## src/rtl/bitband_pkg.sv

```systemverilog
package bitband_pkg;

    typedef enum logic [1:0] {
        SZ_BYTE = 2'd0,
        SZ_HALF = 2'd1,
        SZ_WORD = 2'd2,
        SZ_WIDE = 2'd3
    } unit_size_e;

    typedef enum logic [1:0] {
        ST_IDLE  = 2'd0,
        ST_FETCH = 2'd1,
        ST_STORE = 2'd2,
        ST_DONE  = 2'd3
    } seq_state_e;

endpackage

```

## src/rtl/bitband_decode.sv

```systemverilog
module bitband_decode
    import bitband_pkg::*;
#(
    parameter int          ADDR_W   = 32,
    parameter int          OFF_W    = 25,
    parameter int          BIT_W    = 5,
    parameter logic [31:0] TGT_BASE = 32'h2000_0000
) (
    input  logic [OFF_W-1:0]  offset,
    input  logic [1:0]        size_in,
    output logic [ADDR_W-1:0] tgt_addr,
    output logic [BIT_W-1:0]  bit_idx,
    output logic [1:0]        size_out
);
    localparam int SHIFT = BIT_W;

    logic [ADDR_W-1:0] raw_addr;
    logic [BIT_W-1:0]  raw_bit;

    always_comb begin
        raw_addr = ADDR_W'(TGT_BASE) | ADDR_W'(offset >> SHIFT);
        raw_bit  = offset[BIT_W+1:2];
        case (unit_size_e'(size_in))
            SZ_BYTE: begin
                tgt_addr = raw_addr;
                bit_idx  = raw_bit & BIT_W'(7);
                size_out = SZ_BYTE;
            end
            SZ_HALF: begin
                tgt_addr = raw_addr & ~ADDR_W'(1);
                bit_idx  = raw_bit & BIT_W'(15);
                size_out = SZ_HALF;
            end
            default: begin
                tgt_addr = raw_addr & ~ADDR_W'(3);
                bit_idx  = raw_bit;
                size_out = SZ_WORD;
            end
        endcase
    end

endmodule

```

## src/rtl/bitband_bitop.sv

```systemverilog
module bitband_bitop #(
    parameter int DATA_W = 32,
    parameter int BIT_W  = 5
) (
    input  logic [DATA_W-1:0] unit_in,
    input  logic [BIT_W-1:0]  bit_idx,
    input  logic              new_val,
    output logic              picked,
    output logic [DATA_W-1:0] merged
);
    always_comb begin
        picked          = unit_in[bit_idx];
        merged          = unit_in;
        merged[bit_idx] = new_val;
    end

endmodule

```

## src/rtl/bitband_bridge.sv

```systemverilog
module bitband_bridge
    import bitband_pkg::*;
#(
    parameter int          ADDR_W   = 32,
    parameter int          DATA_W   = 32,
    parameter int          OFF_W    = 25,
    parameter logic [31:0] TGT_BASE = 32'h2000_0000
) (
    input  logic              clk,
    input  logic              rst,
    input  logic              s_valid,
    input  logic              s_we,
    input  logic [1:0]        s_size,
    input  logic [OFF_W-1:0]  s_addr,
    input  logic [DATA_W-1:0] s_wdata,
    output logic [DATA_W-1:0] s_rdata,
    output logic              s_ready,
    output logic              m_req,
    output logic              m_we,
    output logic [1:0]        m_size,
    output logic [ADDR_W-1:0] m_addr,
    output logic [DATA_W-1:0] m_wdata,
    input  logic [DATA_W-1:0] m_rdata,
    input  logic              m_ack
);
    localparam int BIT_W = $clog2(DATA_W);

    typedef struct packed {
        seq_state_e        st;
        logic [ADDR_W-1:0] addr;
        logic [BIT_W-1:0]  bidx;
        logic [1:0]        size;
        logic              we;
        logic              setv;
        logic [DATA_W-1:0] unit;
    } regs_t;

    regs_t r_q, r_d;

    logic [ADDR_W-1:0] dec_addr;
    logic [BIT_W-1:0]  dec_bit;
    logic [1:0]        dec_size;
    logic              bit_picked;
    logic [DATA_W-1:0] unit_merged;

    bitband_decode #(
        .ADDR_W  (ADDR_W),
        .OFF_W   (OFF_W),
        .BIT_W   (BIT_W),
        .TGT_BASE(TGT_BASE)
    ) u_decode (
        .offset  (s_addr),
        .size_in (s_size),
        .tgt_addr(dec_addr),
        .bit_idx (dec_bit),
        .size_out(dec_size)
    );

    bitband_bitop #(
        .DATA_W(DATA_W),
        .BIT_W (BIT_W)
    ) u_bitop (
        .unit_in(r_q.unit),
        .bit_idx(r_q.bidx),
        .new_val(r_q.setv),
        .picked (bit_picked),
        .merged (unit_merged)
    );

    always_comb begin
        r_d = r_q;
        case (r_q.st)
            ST_IDLE: begin
                if (s_valid) begin
                    r_d.st   = ST_FETCH;
                    r_d.addr = dec_addr;
                    r_d.bidx = dec_bit;
                    r_d.size = dec_size;
                    r_d.we   = s_we;
                    r_d.setv = s_wdata[0];
                end
            end
            ST_FETCH: begin
                if (m_ack) begin
                    r_d.unit = m_rdata;
                    r_d.st   = r_q.we ? ST_STORE : ST_DONE;
                end
            end
            ST_STORE: begin
                if (m_ack) r_d.st = ST_DONE;
            end
            default: r_d.st = ST_IDLE;
        endcase
    end

    always_ff @(posedge clk) begin
        if (rst) begin
            r_q <= '0;
        end else begin
            r_q <= r_d;
        end
    end

    always_comb begin
        m_req   = (r_q.st == ST_FETCH) || (r_q.st == ST_STORE);
        m_we    = (r_q.st == ST_STORE);
        m_addr  = r_q.addr;
        m_size  = r_q.size;
        m_wdata = (r_q.st == ST_STORE) ? unit_merged : '0;
        s_ready = (r_q.st == ST_DONE);
        s_rdata = (r_q.st == ST_DONE) ? DATA_W'(bit_picked) : '0;
    end

    // the cycle after reset carries no request and no completion
    assert_reset_idle_R1: assert property (@(posedge clk)
        rst |=> (!m_req && !s_ready));

    // master address aligned to its unit
    assert_unit_aligned_R3: assert property (@(posedge clk) disable iff (rst)
        m_req |-> ((m_size == SZ_HALF) ? (m_addr[0] == 1'b0) :
                   (m_size == SZ_WORD) ? (m_addr[1:0] == 2'b00) : 1'b1));

    // upper result bits are zero
    assert_rdata_upper_zero_R4: assert property (@(posedge clk) disable iff (rst)
        s_ready |-> (s_rdata[DATA_W-1:1] == '0));

    // write-back differs from the fetched unit in at most one bit
    assert_single_bit_change_R5: assert property (@(posedge clk) disable iff (rst)
        (m_req && m_we) |-> ($countones(m_wdata ^ r_q.unit) <= 1));

    // completion is a one-cycle pulse and never overlaps a master request
    assert_ready_pulse_R7: assert property (@(posedge clk) disable iff (rst)
        s_ready |=> !s_ready);
    assert_ready_no_req_R7: assert property (@(posedge clk) disable iff (rst)
        s_ready |-> !m_req);

    // a stalled master request holds steady
    assert_req_hold_R8: assert property (@(posedge clk) disable iff (rst)
        (m_req && !m_ack) |=> (m_req && $stable(m_addr) && $stable(m_size) &&
                               $stable(m_we) && $stable(m_wdata)));

endmodule

```

## config.mk

```make
export PLATFORM = sky130hd
export DESIGN_NAME = bitband_bridge
export DESIGN_NICKNAME = d
export VERILOG_FILES = /design/src/rtl/bitband_pkg.sv /design/src/rtl/bitband_decode.sv /design/src/rtl/bitband_bitop.sv /design/src/rtl/bitband_bridge.sv
export SDC_FILE = /design/constraint.sdc
export NUM_CORES = 1
export LEC_CHECK = 0
export ABC_CLOCK_PERIOD_IN_PS = 1710
export BUFFER_PORTS_ARGS = -buffer_cell sky130_fd_sc_hd__buf_2
export CELL_PAD_IN_SITES_DETAIL_PLACEMENT = 1
export CELL_PAD_IN_SITES_GLOBAL_PLACEMENT = 2
export CORE_MARGIN = 4
export CORE_UTILIZATION = 24
export DETAILED_ROUTE_END_ITERATION = 10
export PLACE_DENSITY = 0.93
export SLEW_MARGIN = 20
export SYNTH_ARGS = -nofsm -noshare
export SYNTH_HDL_FRONTEND = slang
export SYNTH_SLANG_ARGS = --single-unit
```

## constraint.sdc

```tcl
create_clock -name clk -period 1.71 [get_ports clk]
set_input_delay 0.2565 -clock clk [delete_from_list [all_inputs] [get_ports clk]]
set_output_delay 0.2565 -clock clk [all_outputs]
set_load 0.02 [all_outputs]
```

Word-level counts from Yosys, hierarchy flattened --
Index checks and enable logic that the tools add are counted.
Storage, ports and cells: register bits 73, output and inout port bits 101, word-level logic and storage cells 38
Cells by class: order comparisons 2, equality and inequality tests 7, mux-type cells 15, reductions and logical operators 7
Operator list (number):
- 43-bit two-way mux | 1
- 32-bit bitwise mux | 1
- 32-bit two-way mux | 1
- 5-bit case mux with 2 select lines | 1
- 2-bit case mux with 2 select lines | 2
- 5-bit by 6-bit < comparator with 1-bit output, second input constant | 1
- 2-bit case mux with 3 select lines | 1
- 1-bit binary-select mux with 5-bit select | 1
- 1-bit demux with 5-bit select | 1
- 5-bit by 1-bit greater-or-equal comparator with 1-bit output, second input constant | 1
- 2-bit by 1-bit equality test with 1-bit output, second input constant | 2
- 2-bit equality test, second input constant | 2
- 2-bit zero test | 2
- 1-bit two-way mux | 4
- 2-bit two-way mux | 2
- 2-bit != test, second input constant | 2
- 2-bit AND reduction | 2
- 3-bit AND reduction | 1
- 2-bit by 1-bit != test with 1-bit output, second input constant | 1
- 1-bit logical AND | 1
- 1-bit logical OR | 1

Logic depth before layout (Yosys ltp) --
Gate-level depths: netlist of the first run.
depth in word-level cells 6, depth in mapped cells 7, mapped depth without buffers 6

Hierarchy --
Synthesis of the first run repeated with hierarchy kept, for this count alone.
Unflattened totals: cell total of the unflattened synthesis 605, area, all modules 4586.9 µm²
Modules (own cells, without submodules):
- bitband_bridge | times used 1, cells each 441, area an instance 3384.5 µm²
- bitband_bitop | times used 1, cells each 123, area an instance 909.6 µm²
- bitband_decode | times used 1, cells each 41, area an instance 292.8 µm²

Worst setup path before layout of the first run --
No wires, ideal clock.
path kind flip-flop to output port, from reg r_q[36] (netlist bit), to out s_rdata[0], arrival 1463 ps, data required time 1454 ps, path slack -10 ps, stages on the path, launching flop included 6, path buffers 1, path through dfxtp_1 > buf_2 > or3b_1 > o221ai_1 > o31ai_1 > a41oi_1
On the way: word-level cells in the longest chain between the ends 3
RTL lines:
- start: declaration | RTL line bitband_bridge.sv:38 | regs_t r_q, r_d;
- start signal: assignment | RTL line bitband_bridge.sv:100 | r_q <= r_d;
- 1-bit binary-select mux with 5-bit select | RTL line bitband_bitop.sv:12 | picked = unit_in[bit_idx];
- 1-bit two-way mux (not written as such) | RTL line bitband_bitop.sv:12
- 1-bit two-way mux | RTL line bitband_bridge.sv:111 | s_rdata = (r_q.st == ST_DONE) ? DATA_W'(bit_picked) : '0;
- end: declaration | RTL line bitband_bridge.sv:16 | output logic [DATA_W-1:0] s_rdata,
Every way passes these cells. The select of a mux whose other input is x is not followed.

Worst setup path in the final report of the first run --
from reg r_q[37] (netlist bit), to out s_rdata[0]
The elaborated chain is that of the path after synthesis.

==> results of run 1 <==
==> what timing repair did <==
item	4_1_cts	5_1_grt
setup endpoints to repair	33	33
pin swaps	23	32
resized for setup	130	77
hold endpoints to repair	0	0
gates cloned	1	0
setup buffers	15	3
==> registers in the layout, indices dropped and copies added (netlist names) <==
register,count
r_q,41
m_size,2
m_addr,21
==> placed cells by master, fill, tap and decap left out, types with 5 or more instances in the layout <==
cell	Yosys	routed
sky130_fd_sc_hd__nand3_2	0	6
sky130_fd_sc_hd__nand3_1	19	7
sky130_fd_sc_hd__a21oi_2	0	17
sky130_fd_sc_hd__dfxtp_4	0	5
sky130_fd_sc_hd__nand2_1	149	138
sky130_fd_sc_hd__nand2_2	1	10
sky130_fd_sc_hd__a21oi_1	85	64
sky130_fd_sc_hd__buf_4	69	49
sky130_fd_sc_hd__nand2b_1	7	5
sky130_fd_sc_hd__conb_1	1	42
sky130_fd_sc_hd__nor2_1	24	15
sky130_fd_sc_hd__o21ai_1	0	9
sky130_fd_sc_hd__buf_2	8	92
sky130_fd_sc_hd__nand3_4	0	6
sky130_fd_sc_hd__clkbuf_16	0	9
sky130_fd_sc_hd__buf_12	1	10
sky130_fd_sc_hd__dfxtp_1	64	59
sky130_fd_sc_hd__nand3b_1	6	6
sky130_fd_sc_hd__buf_6	4	38
sky130_fd_sc_hd__ha_1	5	5
sky130_fd_sc_hd__mux2i_1	22	19
sky130_fd_sc_hd__nor2_4	0	6
sky130_fd_sc_hd__inv_1	6	6
==> area by class of cell <==
class	count	area share
clock buffers	10	0.0396
clock inverters	6	0.0151
inverters	6	0.00374
multi-input cells	415	0.430
flip-flops and latches	64	0.216
well taps	216	0.0448
repair buffers	193	0.252
==> cell families after synthesis <==
group / share of synthesized area
compound gates: 0.154
fa+ha+maj: 0.0157
buf+inv: 0.186
flops: 0.323
mux: 0.0639
other cells: 0.000944
simple gates: 0.257
==> critical path, stage by stage (launching register included) <==
cell,delay [ns]
sky130_fd_sc_hd__dfxtp_4,0.39
sky130_fd_sc_hd__buf_12,0.15
sky130_fd_sc_hd__mux2i_1,0.26
sky130_fd_sc_hd__nor4b_2,0.11
sky130_fd_sc_hd__o31ai_1,0.39
sky130_fd_sc_hd__a41oi_2,0.20
sky130_fd_sc_hd__buf_4,0.20
==> metal layers <==
layer | global-route usage | wire length (microns)
met5 | 0 | 28
met2 | 0.284 | 8390
met1 | 0.188 | 6270
met3 | 0.0651 | 1300
met4 | 0.0498 | 240
==> worst paths after layout <==
check	startpoint	endpoint
min	s_addr[13]	m_addr[8]
max	r_q[37]	s_rdata[0]
max reg2reg	r_q[74]	r_q[36]
min reg2reg	m_addr[17]	m_addr[17]
==> power by group through the flow <==
stage	logic, mW	registers (mW)	clock network (mW)
floorplan	1.74	1.88	0
global placement	2.34	1.94	0
detailed placement	2.39	1.95	0
CTS	2.77	1.93	2.12
global route	3.27	1.97	2.17
finish	3.03	1.95	2.07
==> summary by stage, run 1 <==
Status
The run finished, with violations left. The checks that failed: negative setup slack.

Setup path
The worst endpoint data arrival time is 2.04 ns. By startpoint and endpoint, the worst setup path is classified as flip-flop to output pin. The worst setup path is launched from a flip-flop. In this run the worst path has a maximum fanout of 12. For flop-to-flop paths, the worst setup slack is about 0.21 ns. The depth of the most critical reg-to-reg path is 6. The kind of end point of the critical path is an output pin.

At the worst endpoint, the required time is ~1.5 ns.

Finish
After filler insertion, the fill cell instance count of the layout stands at 1920. The antenna cell count is 0. The final layout contains 790 nets. The final non-filler cell area is between 6000 and 7000 sq um. The fraction of final layout cells with drive strength greater than 1 is 0.432.

Measured on the finished design, the core utilization comes to 0.375. The area of all sequential standard cells is 1300 sq um. Compared with the post-synthesis result, the final layout area differs by 51.8%. After the flow finishes, the layout carries non-filler instances totaling 910. Summing all multi-input logic gate instances after layout gives 2590 sq um.

Power
In this run the power density over the cells is 1170 nW/um^2. The internal power consumption is about 4.3 mW. In this run the static leakage power is 2.35 nW. The power share of the sequential group is 0.276. The part of the power in combinational logic is 0.430. The share of total power dissipated in the clock network is 0.294. The total power is 7.05 mW. Of the total power, the share spent switching nets is 0.396. Across the VDD grid, the largest voltage drop is 0.556 mV. The switching component of the power is 2.79 mW.

Job
The max-capacitance violation count is 0.

STA
The peak clock frequency supported by timing is 435 MHz. Setup repair after global routing could not meet its margin everywhere. Hold timing on the final database bottoms out at a slack of around 0.14 ns.

Once routing completed, OpenROAD measured the worst setup slack at -0.587 ns. The portion of the clock cycle consumed by the worst path in the final layout is 1.34. The number of hold violations in the final report is 0. The final setup TNS is -10.67 ns. The final critical path time including I/O delays and setup is between 2 and 2.5 ns. The clock tree skew after final layout is roughly 0.0083 ns. The number of pins exceeding their max-slew limit in the final report is 0.

The final setup violation count is 33.

Global routing
For this run, the total global-route usage over all layers was measured as 0.165. The pin count of the biggest net entering global routing is 33. The via count of the first global-routing pass came to 4325.

The global route total overflow is 0. The first global-routing pass estimated between 20 and 25 mm of wire. The number of antenna violations at the first check in global routing is 3.

Clock network
The clock transition at the registers of the reported paths is around 0.060 ns. The buffer depth of the longest clock path is 2. TritonCTS built the clock tree. The total number of clock tree sinks is 64. The H-tree generated during clock tree synthesis spans 3 levels. After clock tree synthesis, the flow added hold-fix buffers numbering 0.

In this run, CTS created clock tree buffers numbering 9. The buffer cell driving the clock tree root is sky130_fd_sc_hd__clkbuf_16. The clock reaches the later pin of the worst-skew pair after 0.35 ns.

Synth
The most used flip-flop cell after synthesis is sky130_fd_sc_hd__dfxtp_1. After synthesis, the cell types taking the most area are sky130_fd_sc_hd__dfxtp_1, sky130_fd_sc_hd__nand2_1, sky130_fd_sc_hd__buf_4. The fraction of post-synthesis cell area in the top cell type by area is 0.323.

By count the netlist is led by sky130_fd_sc_hd__nand2_1, sky130_fd_sc_hd__a21oi_1, sky130_fd_sc_hd__buf_4, sky130_fd_sc_hd__dfxtp_1, sky130_fd_sc_hd__nor2_1. Counting flops with a built-in enable in the synthesized netlist gives 0. The cell with the most instances after synthesis is sky130_fd_sc_hd__nand2_1.

The number of distinct standard cells referenced by the synthesized netlist is 43. The number of synthesized register bits is 64. Counting flops with an async set or reset pin after synthesis yields a share of 0. The cell area that synthesis handed to floorplanning was 3970 sq um.

The cell taking the most area after synthesis is sky130_fd_sc_hd__dfxtp_1. The count of synthesis-stage warnings from yosys is 0. The mean instance size in the synthesized netlist is 7.21 sq um. The synthesized instance count is roughly 550. Of the synthesized area, sequential elements account for 0.323.

Placement
In this run, placement finished with an instance count of 876. Detailed placement finished with a half-perimeter wire length of ~10 mm. The count of port buffers added during placement is 121. The worst slack at placement is -0.174 ns. Routability-driven placement finished with a final weighted congestion of 0.834. In this run the cell area measured after placement is between 4000 and 5000 sq um.

Die
Measured along the x axis, the die boundary spans 137 microns. approximately 200 I/O pins were placed. Measured along the y axis, the die boundary spans approximately 140 microns. Row generation in the floorplan step produced 46 rows. The core box area is 16100 sq um. The die covers 18700 sq um. For this configuration, the core starts out at a cell density of 0.247.

Detailed routing
The average via count per standard cell is 4.65. For this run, the detailed router's first-pass iteration total came to 6. Wires add up to 16.2 mm. The count of nets left with antenna violations after detail routing is 0. In the final routed layout, each cell accounts on average for between 15 and 20 microns. After detailed routing, the number of remaining DRC violations is 0. The final route contains 4234 vias. The number of violations reported at the end of detailed-routing iteration 0 is around 130.

Min path
The worst hold path was traced through 3 stages. The class of the worst hold path is input pin to flip-flop.
Note: power is estimated with default switching activity, not from simulation.
==> run 2, diff against run 1 <==
SKIP_CTS_REPAIR_TIMING = 1   (was unset)
==> run 2 against run 1 <==
The flow still finishes with violations (negative setup slack); worst setup slack gained 0.050 ns; clock power hardly changed; final cell count shrank 0.88%; combinational power shrank 6.9%; critical path depth is the same; global-route usage shrank 2.1 points; clock skew increased by 0.0019 ns; via count is 2.0% lower; sequential power is essentially flat; critical endpoint unchanged.
==> summary by stage, run 2 (same netlist as run 1, synthesis figures left out) <==
Min path
In this run the most critical hold path is launched from s_addr[13]. The class of the worst hold path is input pin to flip-flop.

Placement
The last weighted congestion value of the routability-driven placer is 0.834. Detailed placement finished with a half-perimeter wire length of 10.3 mm. After detailed placement, the total cell area comes to 4770 sq um.

Buffers placed on the I/O ports in this run total 121. The worst slack at placement is -0.174 ns.

Global routing
The total routing usage reported by global routing is 0.144. The global-route wire length before repair is 20.9 mm. The via count of the first global-routing pass is 3981. The pin count of the biggest net entering global routing is 33. For this run the aggregate overflow at the end of global routing stands at 0.

The number of antenna violations at the first check in global routing is 3.

STA
The final critical path time including I/O delays and setup is 2.25 ns. In the final timing run, aggregate negative setup slack is -8.82 ns. The number of hold violations in the final report is 0. The peak clock frequency supported by timing is 445 MHz. Setup slack on the critical path of the routed design comes to -0.537 ns. The number of pins exceeding their max-slew limit in the final report is 0.

Setup repair after global routing could not meet its margin everywhere. Setup violations remaining at the end of the flow were counted as 33. Between clock sinks in the finished design, the worst skew comes to 0.0103 ns. Of the available clock period, the critical path in the final layout requires 1.31. The tightest hold path in the finished design has a slack of 0.146 ns.

Setup path
In this run the critical register-to-register path is launched from r_q[74]. The kind of end point of the critical path is an output pin. The signal on the critical path passes through buf_8, or3b_1, o221ai_1, o31ai_1, a41oi_2, buf_4. Of all nets on the critical path, the largest fanout is 5. Tracing the worst setup path back leads to its startpoint at r_q[36]. The worst setup path is launched from a flip-flop. The cell type of the slowest stage on the worst timing path is sky130_fd_sc_hd__or3b_1.

The required time of the worst setup path is 1.45 ns. The largest stage delay on the critical path is around 0.40 ns. The setup path with the least slack is of type flip-flop to output pin.

The worst endpoint data arrival time is just under 2 ns.

Clock network
The buffer depth of the longest clock path is 2. The CTS tree is built. In this run the clock root is driven by a sky130_fd_sc_hd__clkbuf_16. The clock net in this run drives a total of 64 sinks. The CTS buffer count is 9. The number of H-tree levels is 3. The clock transition at the registers of the reported paths is approximately 0.06 ns.

Clock latency on the worst-skew pair, taken at its later pin, is 0.34 ns.

Detailed routing
The final routed DRC violation total is 0. The number of violations reported at the end of detailed-routing iteration 0 is 119. After detailed routing, the total wire length is 15.0 mm. Dividing the detail-routed wire length by the instance count gives 16.6 microns. The pre-antenna-repair detailed-routing pass consisted of 4 iterations.

In the routed layout, each cell is associated on average with a via count of 4.60. Once detail routing completed, the nets flagged for antenna violations numbered 0. Summing over every cut layer, the via total after detailed routing is 4149.

Status
The run finished, with violations left. The final reports fail on negative setup slack.

Finish
Summing all non-filler instances in the final layout gives an area of 5720 sq um. r_q holds more flip-flops than any other register. The number of flip-flops under the largest register name is 41.

The area growth from synthesis to layout is 44.0%. 0 antenna diodes ended up in the layout. In the layout the commonest cells are sky130_fd_sc_hd__nand2_1, sky130_fd_sc_hd__buf_2, sky130_fd_sc_hd__a21oi_1. The fill cell instance count of the final layout is 1954.

The number of nets in the final layout is 782. The fraction of final layout cells with drive strength greater than 1 is 0.391. Leaving out fill and tap cells, the most frequent cell in the layout is sky130_fd_sc_hd__nand2_1.

Power
The static leakage is roughly 2.3 nW. The peak supply drop is 0.597 mV. The design draws approximately 6.8 mW. The power density over the cells is 1190 nW/um^2.

Die
The initialized floorplan defines 46 standard-cell rows. For this configuration, the core starts out at a cell density of 0.247. The die is 137 microns tall. The floorplan step defined a core boundary enclosing 16100 sq um. Pin placement for this block handled 197 I/O pins. In this run the horizontal extent of the chip is between 100 and 150 microns. The die covers ~19000 sq um.

Job
The tool flagged a number of max-cap violations equal to 0.
run 2: final timing paths:
| check | depth (start not counted) | slack (ns) | endpoint |
|---|---|---|---|
| worst max-delay path | 6 | -0.54 | s_rdata[0] |
| worst min-delay path | 3 | 0.15 | m_addr[8] |
| worst max register to register | 6 | 0.23 | r_q[36] |
| worst min register to register | 2 | 0.45 | m_addr[8] |
run 2: final cells by class:
class	count	area, sq um	area share
sequential	64	1300	0.228
timing repair buffer	185	1410	0.246
clock buffer	10	239	0.0418
tap	216	270	0.0473
clock inverter	6	91.3	0.0160
inverter	6	22.5	0.00394
multi-input combinational	415	2390	0.417
run 2: routing by layer:
| layer | part of all wire | GRT usage |
|---|---|---|
| met4 | 0.012 | 0.0342 |
| met5 | 0.0031 | 0 |
| met2 | 0.51 | 0.238 |
| met1 | 0.40 | 0.171 |
| met3 | 0.078 | 0.0651 |
run 2: stage by stage:
stage           util  std cells
2_1_floorplan      -        592
3_3_place_gp   0.297        876
3_5_place_dp   0.297        876
4_1_cts        0.318        892
5_1_grt        0.356        902
6_report       0.356        902
run 2: report_power, final:
group	leakage [nW]	internal (mW)	switching, mW
Sequential	0.526	1.74	0.199
Combinational	1.63	1.13	1.69
Clock	0.151	1.32	0.735
Total	2.30	4.20	2.62
run 2: critical path: cells and delay by family (launching register included):
| family | cells | cell delay [ns] |
|---|---|---|
| buf+inv | 2 | 0.31 |
| compound gates | 3 | 0.58 |
| flops | 1 | 0.36 |
| simple gates | 1 | 0.40 |
